[src/rtl/rstgate_pkg.sv]
package rstgate_pkg;

  typedef enum logic [2:0] {
    ST_IDLE,
    ST_RMW_RD,
    ST_RMW_WR,
    ST_POLL_RD,
    ST_POLL_CHK
  } seq_state_t;

  typedef enum logic [2:0] {
    PH_RELEASE_A,
    PH_UNGATE_A,
    PH_ENTER,
    PH_RELEASE_B,
    PH_UNGATE_B,
    PH_SETTLE
  } phase_t;

  typedef struct packed {
    logic rmw;          // phase performs a read-modify-write
    logic rmw_val;      // value written to the chosen bit
    logic rmw_on_gate;  // 1: clock-gate bit, 0: soft-reset bit
    logic poll;         // phase waits on a status bit
    logic poll_on_gate; // 1: watch clock-gate bit, 0: soft-reset bit
    logic poll_val;     // value that ends the wait
  } phase_op_t;

  function automatic phase_op_t phase_op(input phase_t ph);
    phase_op_t o;
    o = '0;
    case (ph)
      PH_RELEASE_A, PH_RELEASE_B: begin
        o.rmw = 1'b1; o.rmw_val = 1'b0; o.rmw_on_gate = 1'b0;
        o.poll = 1'b1; o.poll_on_gate = 1'b0; o.poll_val = 1'b0;
      end
      PH_UNGATE_A, PH_UNGATE_B: begin
        o.rmw = 1'b1; o.rmw_val = 1'b0; o.rmw_on_gate = 1'b1;
      end
      PH_ENTER: begin
        o.rmw = 1'b1; o.rmw_val = 1'b1; o.rmw_on_gate = 1'b0;
        o.poll = 1'b1; o.poll_on_gate = 1'b1; o.poll_val = 1'b1;
      end
      PH_SETTLE: begin
        o.poll = 1'b1; o.poll_on_gate = 1'b1; o.poll_val = 1'b0;
      end
      default: o = '0;
    endcase
    return o;
  endfunction

  function automatic phase_t phase_after(input phase_t ph, input logic full);
    phase_t n;
    case (ph)
      PH_RELEASE_A: n = PH_UNGATE_A;
      PH_UNGATE_A:  n = full ? PH_ENTER : PH_SETTLE;
      PH_ENTER:     n = PH_RELEASE_B;
      PH_RELEASE_B: n = PH_UNGATE_B;
      PH_UNGATE_B:  n = PH_SETTLE;
      default:      n = PH_SETTLE;
    endcase
    return n;
  endfunction

  function automatic seq_state_t entry_state(input phase_t ph);
    phase_op_t o;
    o = phase_op(ph);
    return o.rmw ? ST_RMW_RD : ST_POLL_RD;
  endfunction

endpackage

[src/rtl/rstgate_rmw.sv]
module rstgate_rmw #(
  parameter int DATA_W   = 32,
  parameter int SRST_BIT = 31,
  parameter int GATE_BIT = 30
) (
  input  logic [DATA_W-1:0] rd_word,
  input  logic              set_val,
  input  logic              on_gate,
  output logic [DATA_W-1:0] wr_word
);

  for (genvar i = 0; i < DATA_W; i++) begin : g_bit
    localparam bit IS_SRST = (i == SRST_BIT);
    localparam bit IS_GATE = (i == GATE_BIT);
    logic picked;
    assign picked     = (on_gate && IS_GATE) || (!on_gate && IS_SRST);
    assign wr_word[i] = picked ? set_val : rd_word[i];
  end

endmodule

[src/rtl/rstgate_poll_timer.sv]
module rstgate_poll_timer #(
  parameter int POLL_LIMIT = 1000000,
  localparam int POLL_W = $clog2(POLL_LIMIT + 1)
) (
  input  logic clk,
  input  logic rst_n,
  input  logic clr,
  input  logic inc,
  output logic expired
);

  localparam logic [POLL_W-1:0] LIMIT_V = POLL_W'(POLL_LIMIT);

  logic [POLL_W-1:0] reads_q;

  always_ff @(posedge clk or negedge rst_n) begin
    if (!rst_n)       reads_q <= '0;
    else if (clr)     reads_q <= '0;
    else if (inc && reads_q < LIMIT_V) reads_q <= reads_q + 1'b1;
  end

  assign expired = (reads_q >= LIMIT_V);

  AST_POLL_BOUND: assert property (@(posedge clk) disable iff (!rst_n)
    reads_q <= LIMIT_V);
  AST_NO_READ_PAST_LIMIT: assert property (@(posedge clk) disable iff (!rst_n)
    inc |-> !expired);

endmodule

[src/rtl/rstgate_try_counter.sv]
module rstgate_try_counter #(
  parameter int MAX_TRIES = 10,
  localparam int TRY_W = $clog2(MAX_TRIES + 1)
) (
  input  logic             clk,
  input  logic             rst_n,
  input  logic             load,
  input  logic             inc,
  output logic [TRY_W-1:0] count,
  output logic             last
);

  localparam logic [TRY_W-1:0] MAX_V = TRY_W'(MAX_TRIES);

  always_ff @(posedge clk or negedge rst_n) begin
    if (!rst_n)    count <= '0;
    else if (load) count <= TRY_W'(1);
    else if (inc)  count <= count + 1'b1;
  end

  assign last = (count == MAX_V);

  AST_TRY_BOUND: assert property (@(posedge clk) disable iff (!rst_n)
    count <= MAX_V);
  AST_NO_INC_AT_LAST: assert property (@(posedge clk) disable iff (!rst_n)
    inc |-> !last);

endmodule

[src/rtl/rstgate_seq.sv]
module rstgate_seq
  import rstgate_pkg::*;
#(
  parameter int DATA_W     = 32,
  parameter int SRST_BIT   = 31,
  parameter int GATE_BIT   = 30,
  parameter int POLL_LIMIT = 1000000,
  parameter int MAX_TRIES  = 10,
  localparam int TRY_W     = $clog2(MAX_TRIES + 1)
) (
  input  logic              clk,
  input  logic              rst_n,
  input  logic              start,
  input  logic              start_full,
  output logic              busy,
  output logic              done,
  output logic              error,
  output logic [TRY_W-1:0]  attempts,
  output logic              reg_rd,
  output logic              reg_wr,
  output logic [DATA_W-1:0] reg_wdata,
  input  logic [DATA_W-1:0] reg_rdata
);

  localparam logic [DATA_W-1:0] CTL_MASK =
    (DATA_W'(1) << SRST_BIT) | (DATA_W'(1) << GATE_BIT);

  seq_state_t state_q, state_d;
  phase_t     phase_q, phase_nx;
  logic       full_q;
  logic       done_q, error_q;
  phase_op_t  op;

  // named internal events
  logic ev_accept, ev_rmw_wr, ev_poll_chk, ev_poll_hit, ev_poll_expire;
  logic ev_retry, ev_give_up, ev_finish, ev_advance;
  logic poll_bit, timer_expired, try_last;
  logic timer_clr, timer_inc;

  assign op       = phase_op(phase_q);
  assign phase_nx = phase_after(phase_q, full_q);
  assign poll_bit = op.poll_on_gate ? reg_rdata[GATE_BIT] : reg_rdata[SRST_BIT];

  assign ev_accept      = (state_q == ST_IDLE) && start;
  assign ev_rmw_wr      = (state_q == ST_RMW_WR);
  assign ev_poll_chk    = (state_q == ST_POLL_CHK);
  assign ev_poll_hit    = ev_poll_chk && (poll_bit == op.poll_val);
  assign ev_poll_expire = ev_poll_chk && (poll_bit != op.poll_val) && timer_expired;
  assign ev_give_up     = ev_poll_expire && try_last;
  assign ev_retry       = ev_poll_expire && !try_last;
  assign ev_finish      = ev_poll_hit && (phase_q == PH_SETTLE);
  assign ev_advance     = (ev_rmw_wr && !op.poll) ||
                          (ev_poll_hit && (phase_q != PH_SETTLE));

  assign timer_clr = (state_q == ST_IDLE) || (state_q == ST_RMW_WR);
  assign timer_inc = (state_q == ST_POLL_RD);

  rstgate_poll_timer #(.POLL_LIMIT(POLL_LIMIT)) i_timer (
    .clk     (clk),
    .rst_n   (rst_n),
    .clr     (timer_clr),
    .inc     (timer_inc),
    .expired (timer_expired)
  );

  rstgate_try_counter #(.MAX_TRIES(MAX_TRIES)) i_tries (
    .clk   (clk),
    .rst_n (rst_n),
    .load  (ev_accept),
    .inc   (ev_retry),
    .count (attempts),
    .last  (try_last)
  );

  rstgate_rmw #(.DATA_W(DATA_W), .SRST_BIT(SRST_BIT), .GATE_BIT(GATE_BIT)) i_rmw (
    .rd_word (reg_rdata),
    .set_val (op.rmw_val),
    .on_gate (op.rmw_on_gate),
    .wr_word (reg_wdata)
  );

  always_comb begin
    state_d = state_q;
    case (state_q)
      ST_IDLE:     if (start) state_d = ST_RMW_RD;
      ST_RMW_RD:   state_d = ST_RMW_WR;
      ST_RMW_WR:   state_d = op.poll ? ST_POLL_RD : entry_state(phase_nx);
      ST_POLL_RD:  state_d = ST_POLL_CHK;
      ST_POLL_CHK: begin
        if (ev_finish)        state_d = ST_IDLE;
        else if (ev_poll_hit) state_d = entry_state(phase_nx);
        else if (ev_give_up)  state_d = ST_IDLE;
        else if (ev_retry)    state_d = ST_RMW_RD;
        else                  state_d = ST_POLL_RD;
      end
      default:     state_d = ST_IDLE;
    endcase
  end

  always_ff @(posedge clk or negedge rst_n) begin
    if (!rst_n) begin
      state_q <= ST_IDLE;
      phase_q <= PH_RELEASE_A;
      full_q  <= 1'b0;
      done_q  <= 1'b0;
      error_q <= 1'b0;
    end else begin
      state_q <= state_d;
      done_q  <= ev_finish;
      error_q <= ev_give_up;
      if (ev_accept) full_q <= start_full;
      if (ev_accept || ev_retry) phase_q <= PH_RELEASE_A;
      else if (ev_advance)       phase_q <= phase_nx;
    end
  end

  assign busy   = (state_q != ST_IDLE);
  assign done   = done_q;
  assign error  = error_q;
  assign reg_rd = (state_q == ST_RMW_RD) || (state_q == ST_POLL_RD);
  assign reg_wr = ev_rmw_wr;

  AST_IDLE_QUIET: assert property (@(posedge clk) disable iff (!rst_n)
    !busy |-> (!reg_rd && !reg_wr));
  AST_NO_RD_WR_CLASH: assert property (@(posedge clk) disable iff (!rst_n)
    !(reg_rd && reg_wr));
  AST_RMW_ONE_BIT: assert property (@(posedge clk) disable iff (!rst_n)
    reg_wr |-> ($countones((reg_wdata ^ reg_rdata) & ~CTL_MASK) == 0 &&
                $countones(reg_wdata ^ reg_rdata) <= 1));
  AST_OTHER_BITS_KEPT: assert property (@(posedge clk) disable iff (!rst_n)
    reg_wr |-> ((reg_wdata & ~CTL_MASK) == (reg_rdata & ~CTL_MASK)));
  AST_DONE_AFTER_OPEN: assert property (@(posedge clk) disable iff (!rst_n)
    done |-> ($past(reg_rdata[GATE_BIT]) == 1'b0));
  AST_DONE_PULSE: assert property (@(posedge clk) disable iff (!rst_n)
    done |=> !done);
  AST_ERROR_PULSE: assert property (@(posedge clk) disable iff (!rst_n)
    error |=> !error);
  AST_FINISH_EXCL: assert property (@(posedge clk) disable iff (!rst_n)
    !(done && error));
  AST_FINISH_NOT_BUSY: assert property (@(posedge clk) disable iff (!rst_n)
    (done || error) |-> !busy);
  AST_ERR_AT_LIMIT: assert property (@(posedge clk) disable iff (!rst_n)
    error |-> (attempts == TRY_W'(MAX_TRIES)));
  AST_RETRY_COUNTS: assert property (@(posedge clk) disable iff (!rst_n)
    ev_retry |=> (attempts == $past(attempts) + 1'b1));
  AST_START_IGNORED: assert property (@(posedge clk) disable iff (!rst_n)
    (busy && start) |=> (full_q == $past(full_q)));
  AST_ATTEMPTS_HOLD: assert property (@(posedge clk) disable iff (!rst_n)
    (!busy && !start) |=> $stable(attempts));

endmodule

[config.mk]
export PLATFORM = sky130hd
export DESIGN_NAME = rstgate_seq
export DESIGN_NICKNAME = d
export VERILOG_FILES = /design/src/rtl/rstgate_pkg.sv /design/src/rtl/rstgate_rmw.sv /design/src/rtl/rstgate_poll_timer.sv /design/src/rtl/rstgate_try_counter.sv /design/src/rtl/rstgate_seq.sv
export SDC_FILE = /design/constraint.sdc
export NUM_CORES = 1
export LEC_CHECK = 0
export ABC_AREA = 1
export BUFFER_PORTS_ARGS = -buffer_cell sky130_fd_sc_hd__buf_2
export CORE_MARGIN = 2
export CORE_UTILIZATION = 55
export DETAILED_ROUTE_END_ITERATION = 7
export PLACE_DENSITY = 0.84
export SLEW_MARGIN = 10
export SYNTH_ARGS = -nofsm -noshare
export SYNTH_HDL_FRONTEND = slang
export SYNTH_SLANG_ARGS = --single-unit
export TNS_END_PERCENT = 50
[constraint.sdc]
create_clock -name clk -period 2.36 [get_ports clk]
set_clock_uncertainty 0.05 [all_clocks]
set_input_delay 0.118 -clock clk [delete_from_list [all_inputs] [get_ports clk]]
set_output_delay 0.118 -clock clk [all_outputs]
set_load 0.01 [all_outputs]
### Yosys cells after proc, flatten, opt, wreduce, memory -nomap -nowiden

Index checks and enable logic that the tools add are counted.

* flip-flop bits (word level): 33
* output and inout port bits: 41
* word-level logic and storage cells: 83

* $add $sub $neg: 2
* magnitude comparators: 2
* equal/unequal tests: 18
* mux-type cells: 27
* reductions and logical operators: 27

Operators by type and width (count)
* 2-to-1 mux 20 bit: 2
* 2-to-1 mux 3 bit: 8
* adder 20 x 1 -> 20 bit (second input constant): 1
* >= comparator 20 bit (second input constant): 1
* less-than comparator 20 bit (second input constant): 1
* == test 3 x 2 -> 1 bit (second input constant): 6
* case mux 3 bit (3 select lines): 2
* case mux 3 bit (5 select lines): 1
* 2-to-1 mux 2 bit: 7
* == test 3 bit (second input constant): 4
* case mux 3 bit (4 select lines): 1
* logical AND 1 bit: 10
* == test 3 x 1 -> 1 bit (second input constant): 3
* logical NOT 3 bit: 3
* 2-to-1 mux 4 bit: 2
* OR reduction 2 bit: 4
* case mux 2 bit (3 select lines): 1
* nonzero test 2 bit: 3
* adder 4 x 1 -> 4 bit (second input constant): 1
* == test 4 bit (second input constant): 1
* logical OR 1 bit: 4
* 2-to-1 mux 1 bit: 3
* inequality test 3 bit (second input constant): 1
* nonzero test 3 bit: 1
* other kinds (4): 5

### Depth between registers and ports, before layout

Gate-level depths: netlist of run 1.

* depth in word-level cells: 13
* gate-level depth with buffers: 11
* depth with buffers taken out: 10

### Modules after synthesis

Synthesis of run 1 repeated with hierarchy kept, for this count alone.

* cell total of the unflattened synthesis: 364
* area, all modules: 2472.4 sq um

Modules (own cells, without submodules)
* rstgate_poll_timer: instances 1, cells each 220, area each 1412.6 sq um, sequential area each 500.5 sq um
* rstgate_seq: instances 1, cells each 81, area each 595.6 sq um, sequential area each 225.2 sq um
* rstgate_rmw: instances 1, cells each 37, area each 251.5 sq um, sequential area each 0.0 sq um
* rstgate_try_counter: instances 1, cells each 26, area each 212.7 sq um, sequential area each 100.1 sq um

### Worst setup path before layout of run 1

Ideal clock, no wire load.

* kind: reg-to-reg
* start: reg i_timer.reads_q[0]
* end: reg i_timer.reads_q[12]
* library setup time: 0.119 ns
* data arrival time: 1.446 ns
* data required time: 2.191 ns
* path slack: 0.745 ns
* cell stages (with the launch flop): 10
* path buffers: 1
* period minus slack after synthesis: 1.615 ns
* cell sequence: dfrtp_1 ha_1 buf_2 nand2_1 nor2_1 nand2_1 nor3_1 nand3_1 nand2_1 nor2_1

* longest elaborated chain between the ends: 3
* elaborated cells on any way between the ends: 6
* classes of those cells: 1 x add/sub; 1 x order compare; 2 x mux; 2 x reduce/logical

Ends and longest elaborated chain
* start, declared: line rstgate_poll_timer.sv:14 `logic [POLL_W-1:0] reads_q;`
* start signal, assigned: line rstgate_poll_timer.sv:19 `else if (inc && reads_q < LIMIT_V) reads_q <= reads_q + 1'b1;`
* adder 20 x 1 -> 20 bit or less-than comparator 20 bit (tied branches): line rstgate_poll_timer.sv:19
* 2-to-1 mux 20 bit or logical AND 1 bit (tied branches): line rstgate_poll_timer.sv:19
* 2-to-1 mux 20 bit or nonzero test 2 bit (tied branches)

Parallel ways exist; a longest one is shown, timed or not. The select of a mux whose other input is x is not followed.
A chain may end at the register's enable or synchronous reset.

### Worst setup path after layout of run 1

Same ends and word-level chain as after synthesis.

==> results of run 1 <==
-- registers in the layout, summed over array words and instances (netlist names) --
name             cells
done                 1
error                1
full_q               1
i_timer.reads_q     20
i_tries.count        4
phase_q              3
state_q              3
-- routing by layer --
layer  wire length [um]  up-vias  global-route usage [%]  share of wire [%]
met3                280        8                    5.34                6.0
met2               2270       57                    33.1                 48
met4                 65        0                    7.48                1.4
met1               2070      869                    25.9                 44
met5                  0        -                       0                  0
li1                   -      960                       -                  -
-- how the worst max path moves through the flow --
stage / startpoint / endpoint / slack, ps / cells after the start
4_1_cts: i_timer.reads_q[0] / i_timer.reads_q[12] / 560 / 8
2_1_floorplan: i_timer.reads_q[0] / i_timer.reads_q[12] / 740 / 9
3_5_place_dp: i_timer.reads_q[0] / i_timer.reads_q[12] / 590 / 8
6_report: i_timer.reads_q[0] / i_timer.reads_q[12] / 550 / 8
3_3_place_gp: i_timer.reads_q[0] / i_timer.reads_q[12] / 640 / 8
5_1_grt: i_timer.reads_q[0] / i_timer.reads_q[12] / 340 / 8
-- metrics by stage --
| stage | area, um2 | std cells |
|---|---|---|
| floorplan | 2390 | 309 |
| global placement | 2240 | 340 |
| detailed placement | 2240 | 340 |
| CTS | 2330 | 349 |
| global route | 2330 | 349 |
| finish | 2330 | 349 |
-- cell families after synthesis --
family,count (synthesis),share of synthesized area [%]
and+or+nand+nor,170,35.3
buffers and inverters,63,16.6
DFF,33,34.6
AOI/OAI and AO/OA,26,6.55
xor gates and xnor gates,12,4.40
adders and majority gates,4,2.10
muxes,1,0.472
-- cells in the final DEF, fill, tap and decap left out, types with 2 or more instances in the layout --
cell type	netlist	final
nor2_4	2	2
ha_1	4	4
o31ai_1	5	5
nor2_2	4	4
nand2_1	75	75
nand2_4	3	3
nand2_2	5	5
nor3_2	2	2
a21oi_1	7	7
o21ai_1	3	3
nand4_1	11	11
o21ai_0	6	6
inv_2	6	6
nor3_1	7	7
clkbuf_1	0	3
nand3_1	28	28
dfrtp_1	33	33
buf_2	1	16
clkbuf_8	0	5
nand3_2	3	3
inv_1	21	21
xnor2_1	6	6
xor2_1	6	6
nor2_1	26	26
nor3_4	2	2
-- cells in the mapped netlist, types with 3 or more instances --
master	n	area [um2]
buf_4	30	225
ha_1	4	50.1
nand2_4	3	33.8
nand2_1	75	282
nand3_2	3	30.0
nand4_1	11	68.8
nor2_1	26	97.6
o21ai_0	6	30.0
xor2_1	6	52.6
nand2_2	5	31.3
nand3_1	28	140
inv_2	6	22.5
dfrtp_1	33	826
o21ai_1	3	15.0
nor2_2	4	25.0
inv_1	21	78.8
o31ai_1	5	37.5
nor3_1	7	35.0
xnor2_1	6	52.6
a21oi_1	7	35.0
-- layout make-up --
cell class | count | area, um2 | area share [%]
Clock buffer | 8 | 80.1 | 3.43
Inverter | 28 | 108 | 4.61
Multi-Input combinational cell | 213 | 1170 | 50.0
Tap cell | 50 | 62.6 | 2.68
Sequential cell | 33 | 826 | 35.4
Timing Repair Buffer | 17 | 90.1 | 3.86
-- where the power goes --
part           switching [mW]  internal, mW  leakage (nW)
combinational           0.587         0.241         0.633
sequential              0.108         0.644         0.445
clock                   0.195         0.209        0.0395
-- critical path, delay by kind of cell (launching register included) --
| family | cells | cell delay [ps] |
|---|---|---|
| AND/OR/NAND/NOR | 7 | 860 |
| flip-flops | 1 | 470 |
| adder cells (fa/ha/maj) | 1 | 330 |
==> results.md, run 1 <==
* Final worst path period need at about 1800 ps
* H-tree level count at 2
* Clock root buffer: clkbuf_8
* Reg2reg setup slack at 550 ps
* Maximum buffer depth of the clock tree at 2
* Slew Viols, Final at 0
* Hold Violations, Final at 0
* Initial antenna violation count at 0
* Highest Clock Rate at ~0.55 GHz
* Total power at a little under 2 mW
* Cell area after synthesis at 2390 um2
* Critical path cell sequence: ha_1 > nand2_1 > nor2_1 > nand2_1 > nor3_1 > nand3_1 > nand2_1 > nor2_1
* First-pass GRT wire length at 8180 um
* Via density at about 5.4
* RSZ-0062 raised after global routing: no
* Crit share post-route at between 70% and 80%
* Hold crit path type: input port to flop
* Hold buffer count at CTS at 1
* Slew @ Worst Pin at around 730 ps
* CTS buffer count at 5
* Worst Setup End Kind: flop
* Setup TNS at 0 ps
* Final WS setup at 548 ps
* Antenna cell count at 0
* Pre-CTS setup slack at about 600 ps
* CTS sink cnt at 33
* Max incr delay on CP at about 470 ps
* Residual DRC count at 0
* Row count at 23
* Die W at about 70 um
* Mapped Avg Cell Area at 7.73 um2
* Fill count at approximately 380
* Arrival time worst endpoint at between 1500 and 2000 ps
* Endpoints failing setup at 0
* R2r startpoint: i_timer.reads_q[0]
* Netlist cell types at 36
* # IOs at a little under 80
* Worst slew margin at around half
* Most common flop cell mapped by yosys: dfrtp_1
* Post-synth EDFFs at 0
* CTS tree: done
* Max_cap viols at 0
* CP Class: flop to flop
* RR Endpoint: i_timer.reads_q[12]
* P per Cell Area at about 850 nW/um2
* Sequential share of the synthesized area at between 30% and 40%
* GPL Wtd Cong at between 0.9 and 1
* Initial Utilization at approximately 58%
* Layout cells sized above 1 at 17.4%
* Layout Nets at about 340
* Hpwl dp at roughly 3400 um
* Most frequent cell on the critical path: nand2_1
* Worst VDD drop at between 0.5 and 0.6 mV
* Syn_nets at around 350
* Routed WL at between 4000 and 5000 um
* Post_cts resized at 0
* Crit Path Max Fanout at 8
* Worst reg2reg path depth at 8
* DR pass1 iterations at 4
* Critical path's slowest cell: dfrtp_1
* DR iter-0 viols at approximately 120
* Fraction of registers with async set/reset at between 90% and 100%
* Final core occ at a little under three fifths
* Hold slack at roughly 13 ps
* Die Span Y at about 70 um
* Number of global-route vias before repair at 1856
* Status: completed
* Cell leakage power at roughly 1.1 nW
* GR Util All Layers at about 20%
* Cell count of the worst hold path at 2
* Synthesis-to-layout area growth at -2.31%
* Hold Path End: full_q
* Die area at 4880 um2
* Core area at a little over 4000 um2
* Worst EP required at about 2500 ps
* CP Launch Type: flop
* Synth Register Bits at 33
* Hold Crit Start: start_full
* Wire per inst at ~13 um
* Clock Latency Late Sink at ~290 ps
* Clock-pin slew on the worst setup and hold paths at approximately 70 ps
* Congestion Overflow GR at 0
* Input/output buffers at 16
* Yosys Warn Count at 0
* Via count at 1894
* Mapped Cells at ~310
* Post-CTS Repair Setup Buffers at 0
* Pin count of the biggest net entering global routing at 34
* Post-DRT Antenna Nets at 0
(Power assumes the default switching activity.)
==> run 2, diff against run 1 <==
CORE_UTILIZATION = 51   (was 55)
PLACE_DENSITY = 0.78   (was 0.84)
clock period = 1.7 ns   (was 2.36 ns; I/O delays follow)
==> run 2 against run 1 <==
Compared with the run above:
- sequential share of layout area shrank 1.6 points
- clock power grew 46%
- final cell count grew 2.9%
- clock-buffer cell count shrank 1
- first-iteration DRC count shrank 1.6%
- highest routed layer unchanged
- sequential cell count is the same
- critical path depth shrank 4
==> results.md, run 2 (same netlist as run 1, synthesis figures left out) <==
* Fill count at 400
* Clock power share at about a fifth
* Hold Violations, Final at 0
* Core area at 4440 um2
* Combinational Power Share at a little under half
* Antenna cell count at 0
* Hpwl dp at 3600 um
* Initial Utilization at roughly 54%
* Endpoints failing setup at 0
* H-tree level count at 2
* Hold crit path type: input port to flop
* Setup TNS at 0 ps
* Commonest non-fill, non-tap cell in the layout: nand2_1
* Largest Register: i_timer.reads_q
* Post-DRT Antenna Nets at 0
* Number of flip-flops in the largest register at 20
* CTS buffer count at 5
* Arrival time worst endpoint at roughly 1500 ps
* Via count at around 2000
* CTS tree: done
* P per Cell Area at 1210 nW/um2
* First-pass GRT wire length at ~8000 um
* Area of the multi-input gates at ~1200 um2
* Residual DRC count at 0
* Worst Setup End Kind: output port
* Slew Viols, Final at 0
* GR Util All Layers at around a fifth
* Number of global-route vias before repair at between 1500 and 2000
* Die area at 5240 um2
* Input/output buffers at 16
* Most frequent cells in the layout: nand2_1, dfrtp_1, nand3_1
* Leading registers by flop count: i_timer.reads_q: 20 flops, i_tries.count: 4 flops
* Int Pwr at 1.64 mW
* Maximum buffer depth of the clock tree at 2
* Clock-pin slew on the worst setup and hold paths at ~60 ps
* CTS sink cnt at 33
* Clock Latency Late Sink at 280 ps
* Post-route cell area at roughly 2500 um2
* Routed WL at ~5000 um
* Clock root buffer: clkbuf_8
* # IOs at 77
* Cell leakage power at approximately 1.2 nW
* Initial antenna violation count at 0
* Slew @ Worst Pin at 422 ps
* Pin count of the biggest net entering global routing at 34
* Die W at approximately 72 um
* Wire per inst at between 10 and 15 um
* Layout cells sized above 1 at around 21%
* Seq pwr share at between 30% and 40%
* Worst EP required at between 1500 and 2000 ps
* Via density at about 5.5
* Final worst path period need at 1580 ps
* Max_cap viols at 0
* RSZ-0062 raised after global routing: no
* Layout Nets at about 350
* Die Span Y at slightly above 70 um
* Status: completed
* CP Launch Type: flop
* Crit Path Max Fanout at 8
* Crit share post-route at around 93%
* Highest Clock Rate at about 0.63 GHz
* Sw Ratio at 44.6%
* Register Area at 830 um2
* Synthesis-to-layout area growth at 2.73%
* Worst slew margin at 71.8%
* Final core occ at a little under three fifths
* DR pass1 iterations at 4
* Row count at 24
* CP Class: flop to output port
* GPL Wtd Cong at roughly 0.87
* Placed inst area at between 2000 and 2500 um2
* Reg2reg setup slack at 140 ps
* Worst VDD drop at between 0.9 and 1 mV
* DR iter-0 viols at about 120
* Total power at around 3.0 mW
* Switching Power at about 1.3 mW
* Congestion Overflow GR at 0
==> run 2: final timing paths <==
kind / cells past startpoint / startpoint / endpoint
max: 4 / state_q[2] / reg_wr
min: 3 / start / state_q[0]
max reg2reg: 10 / i_timer.reads_q[11] / i_timer.reads_q[13]
min reg2reg: 2 / i_timer.reads_q[18] / i_timer.reads_q[18]
max in group asynchronous: 3 / rst_n / i_timer.reads_q[17]
min in group asynchronous: 3 / rst_n / i_timer.reads_q[4]
==> run 2: metal layers <==
layer	track usage, %	wire length, um	vias to the layer above
met5	0	0	-
li1	-	-	969
met4	8.02	41	0
met2	33.2	2490	55
met3	4.86	211	8
met1	24.6	2230	937
==> run 2: power groups by stage <==
stage | logic (mW) | registers [mW] | clock network (mW)
after detailed placement | 1.25 | 1.04 | 0
after global placement | 1.22 | 1.04 | 0
final | 1.35 | 1.02 | 0.593
after CTS | 1.26 | 1.02 | 0.606
after floorplan | 1.08 | 1.04 | 0
after global routing | 1.49 | 1.04 | 0.637
==> run 2: worst max-delay path: stages (launching register included) <==
cell and delay [ps]:
dfrtp_1 470, nor2_4 190, inv_2 150, nor2_2 200
buf_2 170
==> run 2: what timing repair did <==
action | 4_1_cts | 5_1_grt
resized for setup | 0 | 11
hold endpoints to repair | 34 | 0
setup buffers | 0 | 0
hold buffers | 2 | 0
setup endpoints to repair | 0 | 18
==> run 2: cell type report <==
cell class	count	area share, %
Clock buffer	7	3.52
Sequential cell	33	33.8
Inverter	28	4.59
Multi-Input combinational cell	213	48.9
Tap cell	52	2.65
Timing Repair Buffer	26	6.53
==> run 2: through the flow <==
stage          cells  hold slack [ps]  worst slack, ps
3_3_place_gp     350             88.1             89.6
4_1_cts          359             33.3             16.3
3_5_place_dp     350             88.7             43.0
2_1_floorplan    309             -261             84.8
5_1_grt          359             84.3             10.3
6_report         359             38.2              115
==> run 3, diff against run 2 <==
ABC_AREA = unset   (was 1)
CORE_UTILIZATION = 50   (was 51)
MAX_ROUTING_LAYER = met4   (was unset)
==> run 3 against run 2 <==
Compared with the run above:
- critical endpoint is now i_timer.reads_q[13]
- core utilization is 9.2 points higher
- sequential cell count stayed put
- the run now ends with negative setup slack left
- combinational power is 14% higher
- global-route usage is 4.3 points higher
- register-to-register slack worse by 500 ps
- final cell count is 6.1% lower
- first-iteration DRC count is 39% higher
==> results.md, run 3 <==
* Status: finished with violations
* Violated checks: negative setup slack
* Ranking of synthesized cells by area: dfrtp_1, buf_4, nor2_1
* CTS buffer count at 5
* GR Util All Layers at roughly 24%
* Worst VDD drop at approximately 0.66 mV
* Netlist cell types at 53
* Mapped Cells at 248
* Initial Utilization at around half
* Register Area at 826 um2
* Largest Register: i_timer.reads_q
* Fraction of registers with async set/reset at 100%
* Leading registers by flop count: i_timer.reads_q: 20 flops, i_tries.count: 4 flops
* Die Span Y at roughly 70 um
* Setup TNS at -7910 ps
* P per Cell Area at approximately 1100 nW/um2
* Synthesis-to-layout area growth at 26.3%
* Most common flop cell mapped by yosys: dfrtp_1
* Met2 routed WL at approximately 2800 um
* First-pass GRT wire length at roughly 9200 um
* Layout cells sized above 1 at 39.3%
* Max layer used: met4
* Slew @ Worst Pin at between 700 and 800 ps
* Via count at about 2000
* Final worst path period need at roughly 2100 ps
* Mapped Avg Cell Area at ~8.8 um2
* CP Launch Type: flop
* Switching Power at roughly 1.2 mW
* Pin count of the biggest net entering global routing at 34
* Critical path cell sequence: or4_4 > nor3_4 > buf_6 > o211ai_4 > or4_1 > a21oi_1
* Arrival time worst endpoint at approximately 2200 ps
* Area of the multi-input gates at 1230 um2
* Synth top area share at between 30% and 40%
* Synth Register Bits at 33
* CP top delay family: simple AND/OR/NAND/NOR gates
* # IOs at just under 80
* DR pass1 iterations at 4
* Post-synth EDFFs at 0
* Hold Violations, Final at 0
* CTS sink cnt at 33
* Sw Ratio at between 30% and 40%
* Seq pwr share at just over 30%
* GPL Wtd Cong at 0.891
* Clock-pin slew on the worst setup and hold paths at 70 ps
* Count leader, synth: dfrtp_1
* RSZ-0062 raised after global routing: yes
* DR iter-0 viols at ~170
* Max incr delay on CP at between 500 and 600 ps
* Commonest non-fill, non-tap cell in the layout: buf_4
* Die W at ~70 um
* Worst Setup End Kind: flop
* Crit Path Max Fanout at 5
* CTS tree: done
* Residual DRC count at 0
* Slew Viols, Final at 0
* Routed wl met3 at 430 um
* Clock power share at a little over 20%
* Die area at slightly below 5000 um2
* Max_cap viols at 0
* Int Pwr at about 1.9 mW
* WP buf/inv at 1
* Sequential share of the synthesized area at about 38%
* Maximum buffer depth of the clock tree at 2
* CP Class: flop to flop
* Post-DRT Antenna Nets at 0
* Row count at 24
* Highest Clock Rate at 0.486 GHz
* Core area at 4290 um2
* Layout Nets at roughly 320
* Fill count at between 300 and 400
* Clock root buffer: clkbuf_8
* Routed WL at around 5700 um
* H-tree level count at 2
* Wire per inst at approximately 17 um
* Dpl cells at around 320
* Critical path's slowest cell: or4_4
* Post-Layout Cell Count at roughly 340
* Endpoints failing setup at 30
* Input/output buffers at 16
* Number of flip-flops in the largest register at 20
* Worst EP required at 1870 ps
* Area leader, netlist: dfrtp_1
* Initial antenna violation count at 0
* Number of global-route vias before repair at between 1500 and 2000
* Total power at 3.14 mW
* Hpwl dp at roughly 3500 um
* Worst slew margin at between 50% and 60%
* Combinational Power Share at a little under 50%
* Yosys Warn Count at 0
* Post-synth top cells: dfrtp_1, buf_4, nor2_1
* Crit share post-route at 121%
* Cell leakage power at between 1 and 1.5 nW
* Antenna cell count at 0
* Clock Latency Late Sink at 290 ps
* Congestion Overflow GR at 0
* Pre-CTS setup slack at -310 ps
* Via density at 5.80
* Final WS setup at -358 ps
* Cell area after synthesis at ~2200 um2
* Hold crit path type: input port to flop
* Met1 WL at between 2000 and 2500 um
* Syn_nets at 288
* Most frequent cells in the layout: buf_4, dfrtp_1, nand2_1
[run 3: cell types whose count changed after synthesis, moves of 8 or more]
cell / delta
nand2_1: -54
nand4_1: -8
mux2i_1: +8
nand3_1: -22
inv_1: -8
[run 3: worst reg2reg max path, stage by stage (launching register included)]
cell and delay, ps:
dfrtp_1 390, or4_4 560, nor3_4 170, buf_6 160, o211ai_4 90, or4_1 420, a21oi_1 150
[run 3: path summary, 6_finish.rpt]
kind	start	endpoint	slack (ps)	cells past startpoint
max	i_timer.reads_q[13]	i_timer.reads_q[13]	-360	6
max in group asynchronous	rst_n	error	790	2
max reg2reg	i_timer.reads_q[13]	i_timer.reads_q[13]	-360	6
min	start	state_q[0]	90	3
min reg2reg	i_timer.reads_q[3]	i_timer.reads_q[3]	450	1
min in group asynchronous	rst_n	i_timer.reads_q[11]	340	2
[run 3: power groups by stage]
stage               sequential [mW]  clock [mW]  combinational, mW
floorplan                     0.933           0              0.854
global placement              0.954           0               1.24
detailed placement            0.957           0               1.26
CTS                           0.942       0.663               1.38
global route                  0.959       0.701               1.66
finish                        0.948       0.651               1.54
[run 3: kinds of logic after synthesis]
| kind of cell | synth area share [%] |
|---|---|
| fa+ha+maj | 2.29 |
| mux | 3.66 |
| simple gates | 22.5 |
| compound gates | 15.8 |
| buf+inv | 14.8 |
| xor+xnor | 3.20 |
| flops | 37.7 |
[run 3: per-stage QoR]
step	cell area [um2]	util (%)	hold slack, ps
after floorplan	2210	-	-261
after global placement	2420	56.4	120
after detailed placement	2420	56.4	120
after CTS	2680	62.5	46.4
after global routing	2770	64.4	71.5
final	2770	64.4	85.6
[run 3: routing by layer]
metal,GRT usage [%],vias up
met3,5.92,15
li1,-,923
met4,11.1,0
met2,36.2,87
met1,31.1,929
met5,-,-
[run 3: layout make-up]
type / instances / share of cell area (%)
tap: 52 / 2.35
timing repair buffer: 68 / 17.9
sequential: 33 / 29.9
clock buffer: 7 / 3.48
clock inverter: 1 / 0.181
multi-input combinational: 163 / 44.5
inverter: 13 / 1.76
[run 3: timing repair]
| action | CTS | global route |
|---|---|---|
| setup buffers | 4 | 1 |
| hold buffers | 2 | 0 |
| gates cloned | 1 | 0 |
| resized for setup | 22 | 20 |
| pin swaps | 4 | 8 |
| hold endpoints to repair | 34 | 0 |
| endpoints found under the setup margin | 31 | 31 |
